<file path="src/rtl/pfq_pkg.sv">
package pfq_pkg;

    // Coherence state of a second-level line as reported by the lookup.
    typedef enum logic [1:0] {
        COH_I = 2'd0,
        COH_S = 2'd1,
        COH_E = 2'd2,
        COH_M = 2'd3
    } coh_e;

    // Class of a prefetch after decoding its function code.
    typedef enum logic [1:0] {
        PK_NOP  = 2'd0,
        PK_TRAP = 2'd1,
        PK_RD   = 2'd2,
        PK_WR   = 2'd3
    } pk_e;

    // Controller states.
    typedef enum logic [2:0] {
        ST_IDLE  = 3'd0,
        ST_LOOK  = 3'd1,
        ST_RESP  = 3'd2,
        ST_ISSUE = 3'd3,
        ST_FILL  = 3'd4,
        ST_WRITE = 3'd5,
        ST_TRAP  = 3'd6,
        ST_DONE  = 3'd7
    } st_e;

endpackage

</file>
<file path="src/rtl/pfq_decode.sv">
module pfq_decode
    import pfq_pkg::*;
#(
    parameter int FW = 5
) (
    input  logic [FW-1:0] fcn,
    output pk_e           kind
);
    // Boundaries of the code ranges; upper half of the code space is no-op.
    localparam int TRAP_LO = 5;
    localparam int TRAP_HI = 15;
    localparam int NOP_LO  = 1 << (FW - 1);

    always_comb begin
        kind = PK_NOP;
        if (int'(fcn) >= NOP_LO) begin
            kind = PK_NOP;
        end else if (int'(fcn) >= TRAP_LO && int'(fcn) <= TRAP_HI) begin
            kind = PK_TRAP;
        end else if (fcn == FW'(2) || fcn == FW'(3)) begin
            kind = PK_WR;
        end else if (fcn == FW'(0) || fcn == FW'(1) || fcn == FW'(4)) begin
            kind = PK_RD;
        end else begin
            kind = PK_NOP;
        end
    end

endmodule

</file>
<file path="src/rtl/pfq_miss_eval.sv">
module pfq_miss_eval
    import pfq_pkg::*;
(
    input  pk_e        kind,
    input  logic       hit,
    input  logic [1:0] coh,
    output logic       need_req,
    output logic       own
);
    logic owned;

    always_comb begin
        owned    = hit && (coh == COH_E || coh == COH_M);
        need_req = 1'b0;
        own      = 1'b0;
        unique case (kind)
            PK_RD: begin
                need_req = !hit;
                own      = 1'b0;
            end
            PK_WR: begin
                need_req = !owned;
                own      = 1'b1;
            end
            PK_NOP, PK_TRAP: begin
                need_req = 1'b0;
                own      = 1'b0;
            end
            default: begin
                need_req = 1'b0;
                own      = 1'b0;
            end
        endcase
    end

endmodule

</file>
<file path="src/rtl/pfq_lookup_arb.sv">
module pfq_lookup_arb #(
    parameter int AW = 16
) (
    input  logic          ls_req,
    input  logic [AW-1:0] ls_addr,
    input  logic          pf_want,
    input  logic [AW-1:0] pf_addr,
    output logic          cl_req,
    output logic [AW-1:0] cl_addr,
    output logic          cl_src_pf,
    output logic          pf_grant
);
    // Loads and stores always win; the prefetch only fills idle slots.
    always_comb begin
        pf_grant  = pf_want && !ls_req;
        cl_req    = ls_req || pf_want;
        cl_src_pf = pf_grant;
        cl_addr   = ls_req ? ls_addr : pf_addr;
    end

endmodule

</file>
<file path="src/rtl/pf_issue.sv">
module pf_issue
    import pfq_pkg::*;
#(
    parameter int AW = 16,
    parameter int DW = 32,
    parameter int FW = 5
) (
    input  logic          clk,
    input  logic          rst_n,
    input  logic          pf_valid,
    input  logic [FW-1:0] pf_fcn,
    input  logic [AW-1:0] pf_addr,
    output logic          pf_ready,
    input  logic          ls_req,
    input  logic [AW-1:0] ls_addr,
    output logic          cl_req,
    output logic [AW-1:0] cl_addr,
    output logic          cl_src_pf,
    input  logic          lk_hit,
    input  logic [1:0]    lk_state,
    input  logic          slot_free,
    output logic          req_valid,
    output logic          req_own,
    output logic [AW-1:0] req_addr,
    input  logic          fill_valid,
    input  logic [DW-1:0] fill_data,
    output logic          l2_wr_en,
    output logic [AW-1:0] l2_wr_addr,
    output logic [DW-1:0] l2_wr_data,
    output logic          pf_done,
    output logic          pf_trap
);

    st_e           state_q, state_d;
    pk_e           kind_in, kind_q;
    logic [AW-1:0] addr_q;
    logic [DW-1:0] data_q;
    logic          own_q;
    logic          need_w, own_w;
    logic          pf_want, pf_grant;

    pfq_decode #(.FW(FW)) u_dec (
        .fcn  (pf_fcn),
        .kind (kind_in)
    );

    pfq_miss_eval u_eval (
        .kind     (kind_q),
        .hit      (lk_hit),
        .coh      (lk_state),
        .need_req (need_w),
        .own      (own_w)
    );

    pfq_lookup_arb #(.AW(AW)) u_arb (
        .ls_req    (ls_req),
        .ls_addr   (ls_addr),
        .pf_want   (pf_want),
        .pf_addr   (addr_q),
        .cl_req    (cl_req),
        .cl_addr   (cl_addr),
        .cl_src_pf (cl_src_pf),
        .pf_grant  (pf_grant)
    );

    // State register.
    always_ff @(posedge clk) begin
        if (!rst_n) begin
            state_q <= ST_IDLE;
        end else begin
            state_q <= state_d;
        end
    end

    // Per-prefetch context: class, address, request type, fill data.
    always_ff @(posedge clk) begin
        if (!rst_n) begin
            kind_q <= PK_NOP;
            addr_q <= '0;
            own_q  <= 1'b0;
            data_q <= '0;
        end else begin
            if (state_q == ST_IDLE && pf_valid) begin
                kind_q <= kind_in;
                addr_q <= pf_addr;
            end
            if (state_q == ST_RESP) begin
                own_q <= own_w;
            end
            if (state_q == ST_FILL && fill_valid) begin
                data_q <= fill_data;
            end
        end
    end

    // Next-state logic.
    always_comb begin
        state_d = state_q;
        unique case (state_q)
            ST_IDLE: begin
                if (pf_valid) begin
                    unique case (kind_in)
                        PK_NOP:  state_d = ST_DONE;
                        PK_TRAP: state_d = ST_TRAP;
                        PK_RD,
                        PK_WR:   state_d = ST_LOOK;
                        default: state_d = ST_DONE;
                    endcase
                end
            end
            ST_LOOK:  if (pf_grant) state_d = ST_RESP;
            ST_RESP:  state_d = need_w ? ST_ISSUE : ST_DONE;
            ST_ISSUE: if (slot_free) state_d = ST_FILL;
            ST_FILL:  if (fill_valid) state_d = ST_WRITE;
            ST_WRITE: state_d = ST_DONE;
            ST_TRAP:  state_d = ST_IDLE;
            ST_DONE:  state_d = ST_IDLE;
            default:  state_d = ST_IDLE;
        endcase
    end

    // Outputs decoded from the state register.
    always_comb begin
        pf_ready   = 1'b0;
        pf_want    = 1'b0;
        req_valid  = 1'b0;
        l2_wr_en   = 1'b0;
        pf_done    = 1'b0;
        pf_trap    = 1'b0;
        req_own    = own_q;
        req_addr   = addr_q;
        l2_wr_addr = addr_q;
        l2_wr_data = data_q;
        unique case (state_q)
            ST_IDLE:  pf_ready  = 1'b1;
            ST_LOOK:  pf_want   = 1'b1;
            ST_RESP:  ;
            ST_ISSUE: req_valid = slot_free;
            ST_FILL:  ;
            ST_WRITE: l2_wr_en  = 1'b1;
            ST_TRAP: begin
                pf_trap = 1'b1;
                pf_done = 1'b1;
            end
            ST_DONE:  pf_done   = 1'b1;
            default:  ;
        endcase
    end

endmodule

</file>
<file path="config.mk">
export PLATFORM = sky130hd
export DESIGN_NAME = pf_issue
export DESIGN_NICKNAME = d
export VERILOG_FILES = /design/src/rtl/pfq_pkg.sv /design/src/rtl/pfq_decode.sv /design/src/rtl/pfq_miss_eval.sv /design/src/rtl/pfq_lookup_arb.sv /design/src/rtl/pf_issue.sv
export SDC_FILE = /design/constraint.sdc
export NUM_CORES = 1
export LEC_CHECK = 0
export BUFFER_PORTS_ARGS = -buffer_cell sky130_fd_sc_hd__buf_2
export CORE_AREA = 2 2 80 82
export CTS_BUF_LIST = sky130_fd_sc_hd__clkbuf_4 sky130_fd_sc_hd__clkbuf_8
export DETAILED_ROUTE_END_ITERATION = 6
export DIE_AREA = 0 0 82 84
export PLACE_DENSITY = 0.81
export REMOVE_ABC_BUFFERS = 1
export SLEW_MARGIN = 15
export SYNTH_ARGS = -nofsm -noshare
export SYNTH_HDL_FRONTEND = slang
export SYNTH_SLANG_ARGS = --single-unit
</file>
<file path="constraint.sdc">
create_clock -name clk -period 2 [get_ports clk]
set_input_delay 0.4 -clock clk [delete_from_list [all_inputs] [get_ports clk]]
set_output_delay 0.4 -clock clk [all_outputs]
set_load 0.01 [all_outputs]
</file>
==> flow_summary.json, run 1 <==
{
  "fin_util_pct": 56.88,
  "drive_gt1_share_pct": 45.41,
  "synth_cell_types": 38,
  "dp_cells": 516,
  "reg2reg_slack_ns": 0.37,
  "worst_slew_pin_slew_ns": 0.5456,
  "setup_tns_ns": 0,
  "layout_common_cells": "buf_2 (164), nand2_1 (100), dfxtp_1 (54), a21boi_0 (48), mux2_2 (16)",
  "cts.repair.resized": 0,
  "min_delay_path_depth": 3,
  "viasPerCell": 4.811,
  "grt_antenna_before_repair": 0,
  "synth-seq-cells": 54,
  "fp.dieH_um": 84,
  "cts_tree": "done",
  "p_leak_nw": 1.651,
  "netlist.area_leader.share_pct": 41.80,
  "rows": 29,
  "initial_core_util_pct": 42.43,
  "status": "finished clean",
  "max-slew-margin-rel_pct": 63.57,
  "n_antenna_cell": 0,
  "final_common_cell": "buf_2",
  "drt-pass1-iter-count": 4,
  "finalSetupViolCount": 0,
  "drcViolationCount": 0,
  "wire_per_inst_um": 12.28,
  "timing.rr.start": "state_q[0]$_SDFFE_PN0P_",
  "synth.area.top_cells": "dfxtp_1 (42%), nand2_1 (15%), a21boi_0 (14%)",
  "yosys.area.top_type": "dfxtp_1",
  "grt_pass1_wl_um": 10240,
  "cts_max_level": 2,
  "min_from": "fill_data[16]",
  "clock-root-buffer": "clkbuf_8",
  "avgSynthCellArea_um2": 8.397,
  "holdPathEnd": "l2_wr_data[16]$_SDFFE_PN0P_",
  "reg2regPathDepth": 5,
  "grt_max_degree": 33,
  "crit-reg2reg-capture": "l2_wr_data[25]$_SDFFE_PN0P_",
  "io_pins": 166,
  "hpwl_um": 4809,
  "insertion_delay_ns": 0.30,
  "hold_viol_final": 0,
  "cts_setup_buffers": 0,
  "peakVddDrop_uv": 413.3,
  "syn2layout_area_growth_pct": 34.06,
  "cts_hold_buf": 0,
  "synth_seq_area_share_pct": 41.80,
  "post-route-min-period_ns": 1.868,
  "ys_warn_count": 0,
  "place_congestion": 0.8074,
  "max_cap_violations": 0,
  "finalNetCount": 524,
  "netlist_area_um2": 2586,
  "timing.fmax_mhz": 535.4,
  "dieArea_um2": 6888,
  "cts_sinks": 54,
  "fin_crit_sh_pct": 93.39,
  "hp-class": "input pin to flip-flop",
  "postSynthCellCount": 308,
  "required_ns": 1.60,
  "clk_pin_slew_ns": 0.10,
  "startpoint_type": "flip-flop",
  "drt_wl_total_um": 6436,
  "ant_nets": 0,
  "grt_usage_pct": 18.72,
  "placed_area_um2": 3353,
  "grt_pass1_vias": 2361,
  "cts_buffers": 5,
  "grt_overflow": 0,
  "slew_viol_final": 0,
  "cts_buffer_depth": 2,
  "crit_fanout": 15,
  "design_area_um2": 3467,
  "clock_skew_ns": 0.006915,
  "p_per_area_nw_per_um2": 952.2,
  "end_kind": "output pin",
  "fp.dieW_um": 82,
  "coreArea_um2": 6096,
  "arrival_ns": 1.47,
  "path_class": "flip-flop to output pin",
  "stdcell_count": 524,
  "rsz0062_at_grt": "false",
  "drt_iter0_drc": 71,
  "io_buffer_count": 164,
  "num_vias": 2521
}
-- synth_stat cells --
cell,instances
nor4bb_1,1
nor4b_2,1
o21a_1,1
nor4b_1,1
and3b_1,2
nor2b_1,3
nand2b_1,4
clkbuf_1,16
nand2_1,100
a21boi_0,48
dfxtp_1,54
inv_1,1
o211ai_1,1
a21bo_2,1
mux2_2,16
a311oi_1,1
buf_4,16
a221oi_1,1
or3_1,2
nor2_1,3
nand4_1,1
o32ai_1,1
nand4bb_1,1
or4b_4,1
o21ai_0,2
o21bai_1,2
a2bb2oi_1,1
a211oi_1,1
buf_2,4
a21oi_1,1
or2_2,4
nor3_1,4
a21boi_1,3
buf_6,2
and4b_1,1
and2_1,2
buf_1,2
o311ai_0,2
-- worst max path at each step --
stage	endpoint	cells past startpoint	slack (ns)	from
6_report	pf_ready	3	0.13	state_q[1]$_SDFFE_PN0P_
5_1_grt	pf_ready	3	0.03	state_q[1]$_SDFFE_PN0P_
4_1_cts	pf_ready	3	0.16	state_q[1]$_SDFFE_PN0P_
3_5_place_dp	cl_addr[7]	3	0.29	ls_req
3_3_place_gp	cl_addr[7]	3	0.31	ls_req
2_1_floorplan	l2_wr_data[0]$_SDFFE_PN0P_	3	-1.18	state_q[1]$_SDFFE_PN0P_
-- sequential cells by signal (all words and copies together), names as in the netlist --
register	count
l2_wr_addr	16
state_q	3
l2_wr_data	32
kind_q	2
req_own	1
-- kinds of logic (layout without fill, tap and decap cells) --
group | after synthesis | after routing | synth area share [%]
buffers and inverters | 41 | 180 | 9.047
multiplexers | 16 | 16 | 6.967
AND/OR/NAND/NOR | 131 | 131 | 22.93
AO/OA/AOI/OAI | 66 | 66 | 19.26
flip-flops | 54 | 54 | 41.80
-- through the flow --
stage          power [mW]  setup WS (ns)  hold WS (ns)
4_1_cts             3.343         0.1590        0.3179
3_3_place_gp        2.568         0.3082        0.4459
3_5_place_dp        2.604         0.2911        0.4552
2_1_floorplan       2.038         -1.175        0.4489
5_1_grt             3.545        0.03059        0.3148
6_report            3.301         0.1321        0.3297
-- critical path: stages, from the launching register on --
cell and delay, ns:
dfxtp_1 0.68, buf_4 0.26, nor3_1 0.06, buf_2 0.17
-- metal layers --
layer  up-vias  share of wire, %  global-route usage (%)
met5         -                 0                       0
li1       1285                 -                       -
met1      1130                39                   19.28
met2       102                51                   35.55
met3         4               9.0                   5.844
met4         0              0.54                   4.394
-- cell type report --
| type | count | area [um2] |
|---|---|---|
| inverter | 1 | 3.754 |
| tap | 77 | 96.34 |
| sequential | 54 | 1081 |
| timing repair buffer | 171 | 885.9 |
| clock inverter | 3 | 45.04 |
| multi-input combinational | 213 | 1286 |
| clock buffer | 5 | 68.82 |
| fill | 561 | 2629 |
-- power breakdown --
group | total (mW) | leakage (nW) | internal, mW | switching, mW
registers | 1.40 | 0.439 | 1.22 | 0.181
clock network | 0.730 | 0.0504 | 0.373 | 0.357
logic | 1.17 | 1.16 | 0.552 | 0.617
total | 3.30 | 1.65 | 2.15 | 1.16
Note: power is estimated with default switching activity, not from simulation.
==> inputs of run 2 (changes only) <==
- CELL_PAD_IN_SITES_DETAIL_PLACEMENT: unset -> 2
- CELL_PAD_IN_SITES_GLOBAL_PLACEMENT: unset -> 2
- CORE_AREA: 2 2 80 82 -> 2 2 110 112
- DIE_AREA: 0 0 82 84 -> 0 0 112 114
- PLACE_DENSITY: 0.81 -> unset
- PLACE_DENSITY_LB_ADDON: unset -> 0.1
==> run 2 against run 1 <==
Register-to-register slack improved by 0.02 ns. First-iteration DRC count decreased by 55%. Worst setup slack about the same. Largest cell class unchanged. Critical path type unchanged. Power decreased by 1.0%. Hold slack improved by 0.00065 ns. Via count increased by 4.0%. Global-route usage decreased by 5.5 points. Die area increased by 85%. Sequential power about the same.
==> flow_summary.json, run 2 (synthesis gave the netlist of run 1 again) <==
{
  "drive_gt1_share_pct": 45.64,
  "cts_sinks": 54,
  "critPathLaunch": "state_q[2]$_SDFFE_PN0P_",
  "fin_util_pct": 30.28,
  "viasPerCell": 4.414,
  "peakVddDrop_uv": 300.5,
  "post-route-min-period_ns": 1.868,
  "cts_max_level": 2,
  "clock_power_share_pct": 19.2,
  "cts.repair.resized": 0,
  "cts_buffer_depth": 2,
  "p_per_area_nw_per_um2": 921.4,
  "dieArea_um2": 12770,
  "required_ns": 1.60,
  "finalNetCount": 525,
  "timing.rr.start": "state_q[2]$_SDFFE_PN0P_",
  "fp.dieH_um": 114,
  "seqPwrFrac_pct": 43.3,
  "place_congestion": 0.6733,
  "path_class": "flip-flop to output pin",
  "swShare_pct": 37.47,
  "cts_tree": "done",
  "power.switching_mw": 1.224,
  "drcViolationCount": 0,
  "timing.fmax_mhz": 535.2,
  "hold_viol_final": 0,
  "drt-pass1-iter-count": 3,
  "combPwrFrac_pct": 37.5,
  "initial_core_util_pct": 22.08,
  "startpoint_type": "flip-flop",
  "insertion_delay_ns": 0.30,
  "io_buffer_count": 164,
  "grt_usage_pct": 13.23,
  "drt_iter0_drc": 32,
  "dpl_worst_slack_ns": 0.2673,
  "grt_overflow": 0,
  "coreArea_um2": 11710,
  "grt_pass1_vias": 2758,
  "min_from": "pf_addr[5]",
  "path_cells": "nand2b_1 > o21bai_1 > buf_2",
  "finalWorstSetupSlack_ns": 0.1317,
  "arrival_ns": 1.47,
  "drt_wl_total_um": 8565,
  "fp.dieW_um": 112,
  "cts_setup_buffers": 0,
  "grt_antenna_before_repair": 0,
  "dp_cells": 587,
  "clk_pin_slew_ns": 0.10,
  "slowest_stage": "dfxtp_1",
  "finalSetupViolCount": 0,
  "hp-class": "input pin to flip-flop",
  "syn2layout_area_growth_pct": 37.11,
  "stdcell_count": 594,
  "cts_hold_buf": 0,
  "hpwl_um": 6482,
  "grt_pass1_wl_um": 13910,
  "rows": 40,
  "max-slew-margin-rel_pct": 65.23,
  "final_common_cell": "buf_2",
  "io_pins": 166,
  "wire_per_inst_um": 14.42,
  "crit_fanout": 16,
  "fin_crit_sh_pct": 93.42,
  "largest_reg_flops": 32,
  "worst_slew_pin_slew_ns": 0.5209,
  "num_vias": 2622,
  "layout_common_cells": "buf_2 (164), nand2_1 (100), dfxtp_1 (53), a21boi_0 (48), mux2_2 (16)",
  "n_antenna_cell": 0,
  "status": "finished clean",
  "power.internal_mw": 2.043,
  "rsz0062_at_grt": "false",
  "cts_buffers": 5,
  "end_kind": "output pin",
  "ant_nets": 0,
  "max_cap_violations": 0,
  "critPathMaxStageDelay_ns": 0.66,
  "grt_max_degree": 33,
  "slew_viol_final": 0,
  "clock-root-buffer": "clkbuf_8",
  "clock_skew_ns": 0.003816,
  "p_leak_nw": 1.649
}
[run 2: changes by cell type in the layout (fill, tap and decap cells not counted)]
cell        previous run  this run
dfxtp_2                0         1
clkinvlp_4             2         1
clkbuf_4               0         1
dfxtp_1               54        53
bufinv_16              1         0
buf_12                 1         2
[run 2: layout make-up]
type	count	area [um2]
clock inverter	1	7.507
multi-input combinational	213	1286
clock buffer	6	76.32
timing repair buffer	172	905.9
sequential	54	1082
inverter	1	3.754
fill	1393	8165
tap	147	183.9
[run 2: metal layers]
layer	share of wire (%)	global-route usage, %
met5	0	0
met4	0.71	2.439
met3	8.3	4.091
met2	48	23.23
met1	43	16.19
[run 2: power by group through the flow]
stage | clock [mW] | combinational, mW | sequential, mW
after floorplan | 0 | 0.546 | 1.49
after global placement | 0 | 1.23 | 1.43
after detailed placement | 0 | 1.26 | 1.44
after CTS | 0.679 | 1.26 | 1.42
after global routing | 0.724 | 1.38 | 1.45
final | 0.627 | 1.23 | 1.41
[run 2: final timing paths]
path         slack (ns)                           to  depth (start not counted)
max                0.13                       cl_req                          3
min                0.33   l2_wr_addr[5]$_SDFFE_PN0P_                          3
max reg2reg        0.39   l2_wr_addr[4]$_SDFFE_PN0P_                          4
min reg2reg        0.47  l2_wr_data[24]$_SDFFE_PN0P_                          2
[run 2: worst max-delay path, delay by kind of cell (launching register included)]
| kind | cells | cell delay, ns |
|---|---|---|
| flip-flops | 1 | 0.66 |
| buffers and inverters | 1 | 0.16 |
| AND/OR/NAND/NOR | 1 | 0.25 |
| AO/OA/AOI/OAI | 1 | 0.09 |
[run 2: stage by stage]
stage	hold WS [ns]	setup TNS (ns)	power [mW]	area (um2)
2_1_floorplan	0.4489	-37.61	2.038	2356
3_3_place_gp	0.4461	0	2.663	3461
3_5_place_dp	0.4588	0	2.703	3461
4_1_cts	0.3152	0	3.360	3545
5_1_grt	0.3119	0	3.557	3546
6_report	0.3304	0	3.267	3546
==> inputs of run 3 (changes only) <==
- ABC_AREA: unset -> 1
- CORE_AREA: 2 2 110 112 -> 2 2 107 109
- DIE_AREA: 0 0 112 114 -> 0 0 109 111
- clock period: 2 -> 2.28 ns (I/O delays scaled with it)
==> run 3 against run 2 <==
First-iteration DRC count decreased by 3.1%. Global-route usage increased by 1.0 points. Critical path depth unchanged. Cell count increased by 5.1%. Worst setup slack improved by 0.26 ns. Cell area decreased by 4.0%. Power increased by 6.5%. Non-clock buffer count decreased by 6. Highest routed layer unchanged. Core utilization increased by 0.45 points. Combinational power increased by 16%. Sequential share of layout area increased by 1.2 points.
==> flow_summary.json, run 3 <==
{
  "wire_per_inst_um": 13.47,
  "synth-seq-cells": 54,
  "arrival_ns": 1.43,
  "cts.repair.resized": 0,
  "hpwl_um": 6501,
  "cts_buffer_depth": 2,
  "grt_overflow": 0,
  "synth.area.top_cells": "dfxtp_1 (44%), o21ai_0 (13%), a21oi_1 (11%)",
  "place_congestion": 0.7160,
  "largest_reg_flops": 32,
  "grt_pass1_vias": 2846,
  "grt_antenna_before_repair": 0,
  "power_mw": 3.479,
  "postSynthCellCount": 342,
  "initial_core_util_pct": 22.22,
  "dieArea_um2": 12100,
  "ys_warn_count": 0,
  "swShare_pct": 40.72,
  "yosys.area.top_type": "dfxtp_1",
  "avgSynthCellArea_um2": 7.196,
  "synth_commonest_cells": "inv_1 (66), o21ai_0 (65), dfxtp_1 (54), a21oi_1 (52), nand2_1 (35)",
  "dominantRegCellSynth": "dfxtp_1",
  "drt-pass1-iter-count": 4,
  "cts_max_level": 2,
  "clk_pin_slew_ns": 0.11,
  "synth_edf_count": 0,
  "end_kind": "output pin",
  "grt_max_degree": 65,
  "netlist.area_leader.share_pct": 43.92,
  "coreArea_um2": 11080,
  "drcViolationCount": 0,
  "layout_common_cells": "buf_2 (164), inv_1 (66), o21ai_0 (65), dfxtp_1 (54), a21oi_1 (52)",
  "insertion_delay_ns": 0.32,
  "grt_usage_pct": 14.27,
  "cts_setup_buffers": 0,
  "max-slew-margin-rel_pct": 63.11,
  "hold_viol_final": 0,
  "num_vias": 2747,
  "worst_slew_pin_slew_ns": 0.5533,
  "required_ns": 1.82,
  "clock-root-buffer": "clkbuf_8",
  "io_buffer_count": 164,
  "rsz0062_at_grt": "false",
  "n_antenna_cell": 0,
  "cts_tree": "done",
  "clock_skew_ns": 0.008246,
  "slew_viol_final": 0,
  "rows": 39,
  "netlist_area_um2": 2461,
  "ant_nets": 0,
  "post-route-min-period_ns": 1.889,
  "hp-class": "input pin to flip-flop",
  "combPwrFrac_pct": 41.2,
  "clock_power_share_pct": 19.8,
  "synth.most_common_cell": "inv_1",
  "power.switching_mw": 1.417,
  "viasPerCell": 4.402,
  "crit_fanout": 7,
  "drive_gt1_share_pct": 37.63,
  "fp.dieW_um": 109,
  "drt_wl_total_um": 8403,
  "final_common_cell": "buf_2",
  "finalSetupViolCount": 0,
  "startpoint_type": "flip-flop",
  "drt_iter0_drc": 31,
  "finalNetCount": 558,
  "async_reset_ff_share_pct": 0,
  "power.internal_mw": 2.063,
  "p_leak_nw": 1.728,
  "peakVddDrop_uv": 253.7,
  "cts_hold_buf": 0,
  "fp.dieH_um": 111,
  "fillers": 1356,
  "grt_pass1_wl_um": 13660,
  "seqPwrFrac_pct": 39.0,
  "io_pins": 166,
  "timing.fmax_mhz": 529.3,
  "fin_crit_sh_pct": 82.86,
  "p_per_area_nw_per_um2": 1022,
  "cts_buffers": 5,
  "synth_cell_types": 25,
  "setup_tns_ns": 0,
  "cts_sinks": 54,
  "synth_seq_area_share_pct": 43.92,
  "path_class": "flip-flop to output pin",
  "syn2layout_area_growth_pct": 38.28,
  "status": "finished clean",
  "fin_util_pct": 30.72,
  "max_cap_violations": 0
}
## run 3: worst max-delay path: stages, from the launching register on
cell and delay [ns]:
dfxtp_1 0.51, inv_1 0.16, nor4_1 0.26, buf_2 0.18
## run 3: routing by layer
layer  global-route usage [%]  vias up  share of wire, %
li1                         -     1344                 -
met1                    15.85     1286                41
met2                    24.80      111                47
met3                    5.644        6                11
met4                    4.103        0               1.3
met5                        0        -                 0
## run 3: logic make-up after synthesis
kind of cell | count (synthesis) | share of synthesized area, %
flops | 54 | 43.92
compound gates | 124 | 25.67
simple gates | 62 | 11.49
buf+inv | 102 | 18.91
## run 3: final timing paths
path | start | to | slack (ns) | depth (start not counted)
setup reg to reg | state_q[2]$_SDFFE_PN0P_ | l2_wr_addr[1]$_SDFFE_PN0P_ | 0.79 | 6
setup / recovery | state_q[0]$_SDFFE_PN0P_ | req_valid | 0.39 | 3
hold / removal | fill_data[9] | l2_wr_data[9]$_SDFFE_PN0P_ | 0.40 | 3
hold reg to reg | l2_wr_data[18]$_SDFFE_PN0P_ | l2_wr_data[18]$_SDFFE_PN0P_ | 0.45 | 2
## run 3: cell type report
cell class	count	area [um2]	share of cell area (%)
flip-flops and latches	54	1081	31.76
repair buffers	166	860.8	25.29
multi-input cells	186	914.6	26.88
well taps	143	178.9	5.257
clock buffers	5	68.82	2.022
inverters	67	251.5	7.390
clock inverters	3	47.55	1.397
## run 3: power by group through the flow
stage	clock network [mW]	logic (mW)	registers (mW)
finish	0.688	1.43	1.36
global route	0.764	1.65	1.40
CTS	0.732	1.48	1.36
detailed placement	0	1.47	1.38
global placement	0	1.43	1.37
floorplan	0	0.654	1.50
## run 3: stage by stage
step	instances	cell area [um2]	worst slack (ns)	hold slack [ns]
final	624	3403	0.3907	0.3972
after global routing	624	3403	0.2717	0.4053
after global placement	616	3287	0.5349	0.4281
after floorplan	307	2247	0.6501	0.4604
after detailed placement	616	3287	0.5134	0.4355
after CTS	624	3403	0.3448	0.3756
